==> src/rtl/lane_shuffle_pkg.sv <==
package lane_shuffle_pkg;
    localparam int WORD_W  = 64;
    localparam int BYTE_W  = 8;
    localparam int HALF_W  = 16;
    localparam int CODE_W  = 5;

    typedef enum logic [3:0] {
        PAT_NONE,
        PAT_MIX_HI,
        PAT_MIX_LO,
        PAT_PACK_ODD,
        PAT_PACK_EVEN,
        PAT_BFLY,
        PAT_REP_UP,
        PAT_REP_LOW,
        PAT_UNPK_SX
    } pat_e;
endpackage

==> src/rtl/shuffle_decode.sv <==
module shuffle_decode
    import lane_shuffle_pkg::*;
#(
    parameter int CW = CODE_W
) (
    input  logic [CW-1:0] code_i,
    output logic          half_o,
    output pat_e          pat_o,
    output logic          bad_o
);
    always_comb begin
        half_o = 1'b0;
        pat_o  = PAT_NONE;
        if (code_i[1:0] == 2'b01) begin
            half_o = 1'b1;
            case (code_i[4:2])
                3'd0:    pat_o = PAT_MIX_HI;
                3'd1:    pat_o = PAT_MIX_LO;
                3'd2:    pat_o = PAT_PACK_ODD;
                3'd4:    pat_o = PAT_BFLY;
                3'd6:    pat_o = PAT_REP_UP;
                3'd7:    pat_o = PAT_REP_LOW;
                default: pat_o = PAT_NONE;
            endcase
        end else if (!code_i[0]) begin
            case (code_i[4:1])
                4'd1, 4'd6: pat_o = PAT_MIX_HI;
                4'd2, 4'd7: pat_o = PAT_MIX_LO;
                4'd3:       pat_o = PAT_UNPK_SX;
                4'd4:       pat_o = PAT_PACK_ODD;
                4'd5:       pat_o = PAT_PACK_EVEN;
                default:    pat_o = PAT_NONE;
            endcase
        end
        bad_o = (pat_o == PAT_NONE);
    end
endmodule

==> src/rtl/lane_permute.sv <==
module lane_permute
    import lane_shuffle_pkg::*;
#(
    parameter int WW    = WORD_W,
    parameter int LANEW = BYTE_W
) (
    input  logic [WW-1:0] s_i,
    input  logic [WW-1:0] t_i,
    input  pat_e          pat_i,
    output logic [WW-1:0] res_o
);
    localparam int NL = WW / LANEW;
    localparam int HL = NL / 2;

    logic [NL-1:0][LANEW-1:0] sl, tl;
    logic [NL-1:0][LANEW-1:0] mix_hi, mix_lo, pack_odd, pack_even;
    logic [NL-1:0][LANEW-1:0] bfly, rep_up, rep_low, unpk;

    assign sl = s_i;
    assign tl = t_i;

    for (genvar k = 0; k < NL; k++) begin : g_lane
        if ((k % 2) == 0) begin : g_even
            assign mix_hi[k] = tl[HL + k/2];
            assign mix_lo[k] = tl[k/2];
            assign bfly[k]   = tl[k+1];
            assign unpk[k]   = sl[k/2];
        end else begin : g_odd
            assign mix_hi[k] = sl[HL + k/2];
            assign mix_lo[k] = sl[k/2];
            assign bfly[k]   = sl[k-1];
            assign unpk[k]   = {LANEW{sl[k/2][LANEW-1]}};
        end
        if (k < HL) begin : g_lowhalf
            assign pack_odd[k]  = tl[2*k + 1];
            assign pack_even[k] = tl[2*k];
            assign rep_up[k]    = tl[HL + k];
            assign rep_low[k]   = tl[k];
        end else begin : g_uphalf
            assign pack_odd[k]  = sl[2*(k-HL) + 1];
            assign pack_even[k] = sl[2*(k-HL)];
            assign rep_up[k]    = sl[k];
            assign rep_low[k]   = sl[k-HL];
        end
    end

    always_comb begin
        case (pat_i)
            PAT_MIX_HI:    res_o = mix_hi;
            PAT_MIX_LO:    res_o = mix_lo;
            PAT_PACK_ODD:  res_o = pack_odd;
            PAT_PACK_EVEN: res_o = pack_even;
            PAT_BFLY:      res_o = bfly;
            PAT_REP_UP:    res_o = rep_up;
            PAT_REP_LOW:   res_o = rep_low;
            PAT_UNPK_SX:   res_o = unpk;
            default:       res_o = '0;
        endcase
    end
endmodule

==> src/rtl/lane_shuffle.sv <==
module lane_shuffle
    import lane_shuffle_pkg::*;
#(
    parameter int WW = WORD_W
) (
    input  logic              clk,
    input  logic              rst_n,
    input  logic [CODE_W-1:0] code_i,
    input  logic [WW-1:0]     s_i,
    input  logic [WW-1:0]     t_i,
    output logic [WW-1:0]     res_o,
    output logic              illegal_o
);
    typedef struct packed {
        logic [WW-1:0] res;
        logic          bad;
    } out_t;

    logic          is_half;
    logic          code_bad;
    pat_e          pat;
    logic [WW-1:0] res_byte, res_half;
    out_t          out_d, out_q;

    shuffle_decode #(.CW(CODE_W)) i_decode (
        .code_i (code_i),
        .half_o (is_half),
        .pat_o  (pat),
        .bad_o  (code_bad)
    );

    lane_permute #(.WW(WW), .LANEW(BYTE_W)) i_perm_byte (
        .s_i   (s_i),
        .t_i   (t_i),
        .pat_i (pat),
        .res_o (res_byte)
    );

    lane_permute #(.WW(WW), .LANEW(HALF_W)) i_perm_half (
        .s_i   (s_i),
        .t_i   (t_i),
        .pat_i (pat),
        .res_o (res_half)
    );

    always_comb begin
        out_d.bad = code_bad;
        if (code_bad)
            out_d.res = '0;
        else if (is_half)
            out_d.res = res_half;
        else
            out_d.res = res_byte;
    end

    always_ff @(posedge clk) begin
        if (!rst_n)
            out_q <= '0;
        else
            out_q <= out_d;
    end

    assign res_o     = out_q.res;
    assign illegal_o = out_q.bad;

    AST_BAD_FORMAT: assert property (@(posedge clk) disable iff (!rst_n)
        (code_i[1:0] == 2'b11) |=> (illegal_o && res_o == '0));
    AST_HALF_LEGAL: assert property (@(posedge clk) disable iff (!rst_n)
        (code_i[1:0] == 2'b01 && code_i[4:2] != 3'd3 && code_i[4:2] != 3'd5) |=> !illegal_o);
    AST_HALF_RSVD: assert property (@(posedge clk) disable iff (!rst_n)
        (code_i[1:0] == 2'b01 && (code_i[4:2] == 3'd3 || code_i[4:2] == 3'd5)) |=> (illegal_o && res_o == '0));
    AST_SIGN_FILL: assert property (@(posedge clk) disable iff (!rst_n)
        (code_i == 5'b00110) |=> (res_o[15:8] == {8{$past(s_i[7])}}));
    AST_BYTE_RSVD: assert property (@(posedge clk) disable iff (!rst_n)
        (!code_i[0] && (code_i[4:1] == 4'd0 || code_i[4])) |=> illegal_o);
    AST_RESET_CLEAR: assert property (@(posedge clk)
        !rst_n |=> (res_o == '0 && !illegal_o));
endmodule

==> config.mk <==
export PLATFORM = sky130hd
export DESIGN_NAME = lane_shuffle
export DESIGN_NICKNAME = d
export VERILOG_FILES = /design/src/rtl/lane_shuffle_pkg.sv /design/src/rtl/shuffle_decode.sv /design/src/rtl/lane_permute.sv /design/src/rtl/lane_shuffle.sv
export SDC_FILE = /design/constraint.sdc
export NUM_CORES = 1
export LEC_CHECK = 0
export CORE_ASPECT_RATIO = 1.5
export CORE_MARGIN = 3
export CORE_UTILIZATION = 40
export CTS_BUF_LIST = sky130_fd_sc_hd__clkbuf_16
export DETAILED_ROUTE_END_ITERATION = 16
export HOLD_SLACK_MARGIN = 0.05
export PLACE_DENSITY = 0.82
export SKIP_LAST_GASP = 1
export SLEW_MARGIN = 20
export SYNTH_ARGS = -nofsm -noshare
export SYNTH_HDL_FRONTEND = slang
export SYNTH_SLANG_ARGS = --single-unit
==> constraint.sdc <==
create_clock -name clk -period 1.89 [get_ports clk]
set_input_delay 0.378 -clock clk [delete_from_list [all_inputs] [get_ports clk]]
set_output_delay 0.378 -clock clk [all_outputs]
set_load 0.01 [all_outputs]
# After elaboration in Yosys (flattened, before gate mapping)
# Index checks and enable logic that the tools add are counted.
[totals]
regBits = 65
inputBits = 135
output_inout_bits = 65
[classes]
n_eq_ne = 21
muxes = 8
n_bitwise = 1
reduce_logical = 5
[op_table]
columns = ["operator", "n"]
rows = [
  ["64-bit case mux with 8 select lines", 2],
  ["64-bit two-way mux", 1],
  ["4-bit by 3-bit == test with 1-bit output, second input constant", 8],
  ["4-bit case mux with 5 select lines", 1],
  ["3-bit case mux with 6 select lines", 1],
  ["4-bit by 2-bit == test with 1-bit output, second input constant", 4],
  ["3-bit == test, second input constant", 3],
  ["4-bit by 1-bit == test with 1-bit output, second input constant", 2],
  ["4-bit two-way mux", 2],
  ["2-bit OR reduction", 3],
  ["4-bit == test, second input constant", 1],
  ["4-bit zero test", 1],
  ["3-bit by 1-bit == test with 1-bit output, second input constant", 1],
  ["3-bit by 2-bit == test with 1-bit output, second input constant", 1],
  ["3-bit zero test", 1],
  ["2-bit by 1-bit == test with 1-bit output, second input constant", 1],
  ["1-bit two-way mux", 1],
  ["1-bit inverter", 1],
]

# Longest topological paths before layout
[logic_depth]
ltp_word = 8
ltp_mapped = 9
depth_no_buf = 5

# Modules after synthesis
# A second synthesis with hierarchy kept.
[hier_totals]
cells_unflattened = 1274
hier_area_um2 = 9998.3
[by_module_without_submodules]
columns = ["mod", "n_inst", "cells_per_inst", "area_each_um2", "seq_area_each_um2"]
rows = [
  ["lane_permute at i_perm_byte", 1, 532, 4067.7, 0.0],
  ["lane_permute at i_perm_half", 1, 506, 3442.1, 0.0],
  ["lane_shuffle", 1, 209, 2331.0, 1301.2],
  ["shuffle_decode", 1, 27, 157.7, 0.0],
]

# Worst setup path before layout
# OpenSTA, ideal clock, no wires.
[synth_timing]
kind = "input port to flip-flop"
startpoint = "input port code_i[2]"
endpoint = "register out_q, in the netlist res_o[20]"
setup_time_ns = 0.134
arrival_ns = 1.735
required_time_ns = 1.756
setup_slack_ns = 0.021
path_stages = 9
path_buffers = 4
path_cell_list = "buf_6 nor2b_1 buf_6 and2_1 clkbuf_2 buf_6 a22o_1 a2111oi_2 a211oi_1"
[synth_via]
elab_chain_len = 8
[synth_rtl]
columns = ["element", "line", "text"]
rows = [
  ["start, declared", "lane_shuffle.sv:8", "input logic [CODE_W-1:0] code_i,"],
  ["4-bit by 2-bit == test with 1-bit output (tied with other cells)", "shuffle_decode.sv:26", "case (code_i[4:1])"],
  ["2-bit OR reduction", "shuffle_decode.sv:26", ""],
  ["4-bit case mux with 5 select lines", "shuffle_decode.sv:26", ""],
  ["4-bit two-way mux", "shuffle_decode.sv:25", "end else if (!code_i[0]) begin"],
  ["4-bit two-way mux (*)", "shuffle_decode.sv:14", "if (code_i[1:0] == 2'b01) begin"],
  ["4-bit == test (tied with other cells)", "lane_permute.sv:48", "case (pat_i)"],
  ["64-bit case mux with 8 select lines", "lane_permute.sv:48", ""],
  ["64-bit two-way mux", "lane_shuffle.sv:50", "else if (is_half)"],
  ["end signal, assigned", "lane_shuffle.sv:60", "out_q <= out_d;"],
  ["end, declared", "lane_shuffle.sv:23", "out_t out_d, out_q;"],
]
# Every way passes the cells marked *; elsewhere a longest branch is shown, timed or not.
# A chain may end at the register's enable or synchronous reset.

# Worst setup path in the final report
[layout_timing]
startpoint = "input port code_i[2]"
endpoint = "register out_q, in the netlist res_o[25]"
# The elaborated chain is that of the path after synthesis.

==> flow_summary_export.csv <==
group,metric,value,unit
synthesis,yosysTopAreaCellShare,25.8,%
routing,wl_per_cell,25.5,um
placed_design,place_ws,-0.633,ns
synthesis,yosys.cell_count.top_type,"a21oi_1",
die,die_y,143,um
synthesis,synth_warnings,0,
timing,maxSlewViolCount,0,
clock_tree,cts-htree-levels,3,
timing,worstMarginPinSlew,0.501,ns
power,power_density,536,mW/mm2
timing,period_minus_slack,1.90,ns
synthesis,ys.flop_type,"dfxtp_1",
routing,final_antenna_net_count,0,
final_layout,fillers,924,
synthesis,synth-seq-cells,65,
placed_design,hpwl,20400,um
synthesis,synth.distinct_cells,64,
timing,hold_slack,0.587,ns
worst_setup_path,crit_required,2.10,ns
grt,overflow,0,
placed_design,place_area,0.00820,mm2
worst_hold_path,hold_path_class,"input pin to flip-flop",
synthesis,synthCells,639,
die,io_pins,200,
clock_tree,cts_tree,"yes",
final_layout,stdcell_area,0.00901,mm2
routing,drt_pass1_iterations,7,
clock_tree,cts-root-buf,"clkbuf_16",
clock_tree,numCtsBuffers,9,
outcome,violations,"negative setup slack",
final_layout,multiInputGateArea,0.00349,mm2
timing,final_hold_viol_count,0,
power,finalPower,4.83,mW
timing,rsz0062_at_grt,"true",
worst_setup_path,crit_type,"input pin to flip-flop",
routing,totalWireLength,28600,um
worst_setup_path,cp_max_fo,6,
worst_setup_path,start_kind,"input pin",
outcome,status,"complete, but fails checks",
clock_tree,clk_pin_slew,0.06,ns
synthesis,synth_common_cells,"a21oi_1 (95), nand2_1 (85), dfxtp_1 (65), a22oi_1 (33), a31oi_1 (31)",
routing,drt-vias-per-instance,6.82,
synthesis,synth_edf_count,0,
routing,initialDrtViolationCount,1239,
routing,drc,0,
die,core_area,0.0121,mm2
synthesis,ys_seq_area_share,25.8,%
routing,vias,7648,
timing,period_share,101,%
placed_design,portBuffers,199,
synthesis,synthArstFlopShare,0,%
placed_design,place_congestion,1.02,
timing,fin_tns_setup,-0.0156,ns
worst_setup_path,crit_arrival,2.11,ns
clock_tree,clock-sinks,65,
final_layout,fin_cells,1121,
final_layout,final_core_util,74.2,%
clock_tree,clockBufferDepth,2,
worst_setup_path,critPathCaptureType,"flip-flop",
synthesis,netlist_top_cells_area,"dfxtp_1 (26%), a21oi_1 (9.4%), nand2_1 (6.3%)",
run,maxCapViolations,0,
final_layout,nets,1098,
clock_tree,hold_buffers,0,
grt,grt_max_degree,34,
die,rows,49,
power,p_leak,3.49,nW
grt,antenna_found_initial,0,
final_layout,syn2layout_area_growth,78.8,%
die,dieArea,0.0140,mm2
synthesis,synth_nets,774,
final_layout,drive_above_1_share,25.0,%
final_layout,seq_area,0.00130,mm2
synthesis,yosysTopAreaCell,"dfxtp_1",
die,start_util,41.5,%
timing,fmax,0.526,GHz
grt,track_usage,38.9,%
grt,grt_pass1_vias,7852,
synthesis,avgSynthCellArea,7.89,um2
timing,setup_slack,-0.0105,ns
timing,slew_headroom,65.7,%
synthesis,netlist_area,0.00504,mm2
final_layout,antenna_cells,0,
power,peakVddDrop,0.000408,V
placed_design,placed_cells,1072,
timing,setup_viol,2,
die,die_x,97.6,um
worst_hold_path,min_path_cells,3,
grt,grt_pass1_wl,42900,um
-- area by class of cell --
class / instances / area share (%)
clock buffers: 9 / 2.50
well taps: 153 / 2.13
flip-flops and latches: 65 / 14.4
clock inverters: 7 / 0.681
multi-input cells: 500 / 38.8
inverters: 4 / 0.167
repair buffers: 383 / 41.3
-- routing by layer --
layer	vias to the layer above	share of wire [%]	wire length (um)	track usage [%]
met3	208	12	3570	10.1
met1	3497	35	9990	46.1
li1	3230	-	-	-
met2	713	46	13100	64.0
met5	-	0	0	0
met4	0	6.9	1960	22.0
-- what timing repair did --
action,in CTS,in global routing
buffers inserted,24,6
endpoints found under the setup margin,64,31
gates cloned,4,0
pin swaps,16,12
gates resized for setup,29,18
-- flip-flops by register name, indices dropped and copies added, names as in the netlist --
signal     cells
res_o         64
illegal_o      1
-- cell usage in the layout, fill, tap and decap left out, types with 4 or more instances in the layout --
cell             instances
a211oi_1                24
a21boi_0                 5
a21o_1                  15
a21oi_1                 94
a221o_1                  6
a221oi_1                21
a222oi_1                27
a22o_1                  20
a22oi_1                 33
a31o_1                   6
a31oi_1                 30
a41o_1                   8
and3_1                  16
and3b_1                  4
buf_12                  21
buf_4                  155
buf_6                    4
clkbuf_16                9
clkdlybuf4s50_1        194
dfxtp_1                 65
inv_1                    4
nand2_1                 84
nand2b_1                 4
nand3_1                  4
nor2_1                  15
-- report_power, final --
group	internal [mW]	switching, mW	total [mW]	leakage (nW)
clock network	1.01	0.700	1.71	0.144
registers	1.43	0.0208	1.45	0.529
logic	0.873	0.792	1.66	2.82
-- worst max-delay path, stage by stage --
cell and delay (ns):
buf_2 0.13, buf_12 0.14, buf_4 0.15, nand4bb_4 0.11
o22ai_4 0.09, buf_12 0.15, bufbuf_16 0.26, a222oi_1 0.42
buf_4 0.19, a31oi_2 0.09
-- worst paths after layout --
| check | slack, ns | start | endpoint |
|---|---|---|---|
| worst max-delay path | -0.01 | code_i[2] | res_o[25] |
| worst min-delay path | 0.59 | s_i[63] | res_o[63] |
-- cell families (layout without fill, tap and decap cells) --
kind of cell,after synthesis,count (layout),synth area share [%]
flops,65,65,25.8
mux,2,2,0.422
simple gates,163,163,16.6
compound gates,332,332,48.5
xor+xnor,3,3,0.671
buf+inv,74,403,8.00
No activity file was read; power rests on OpenSTA's default activity.
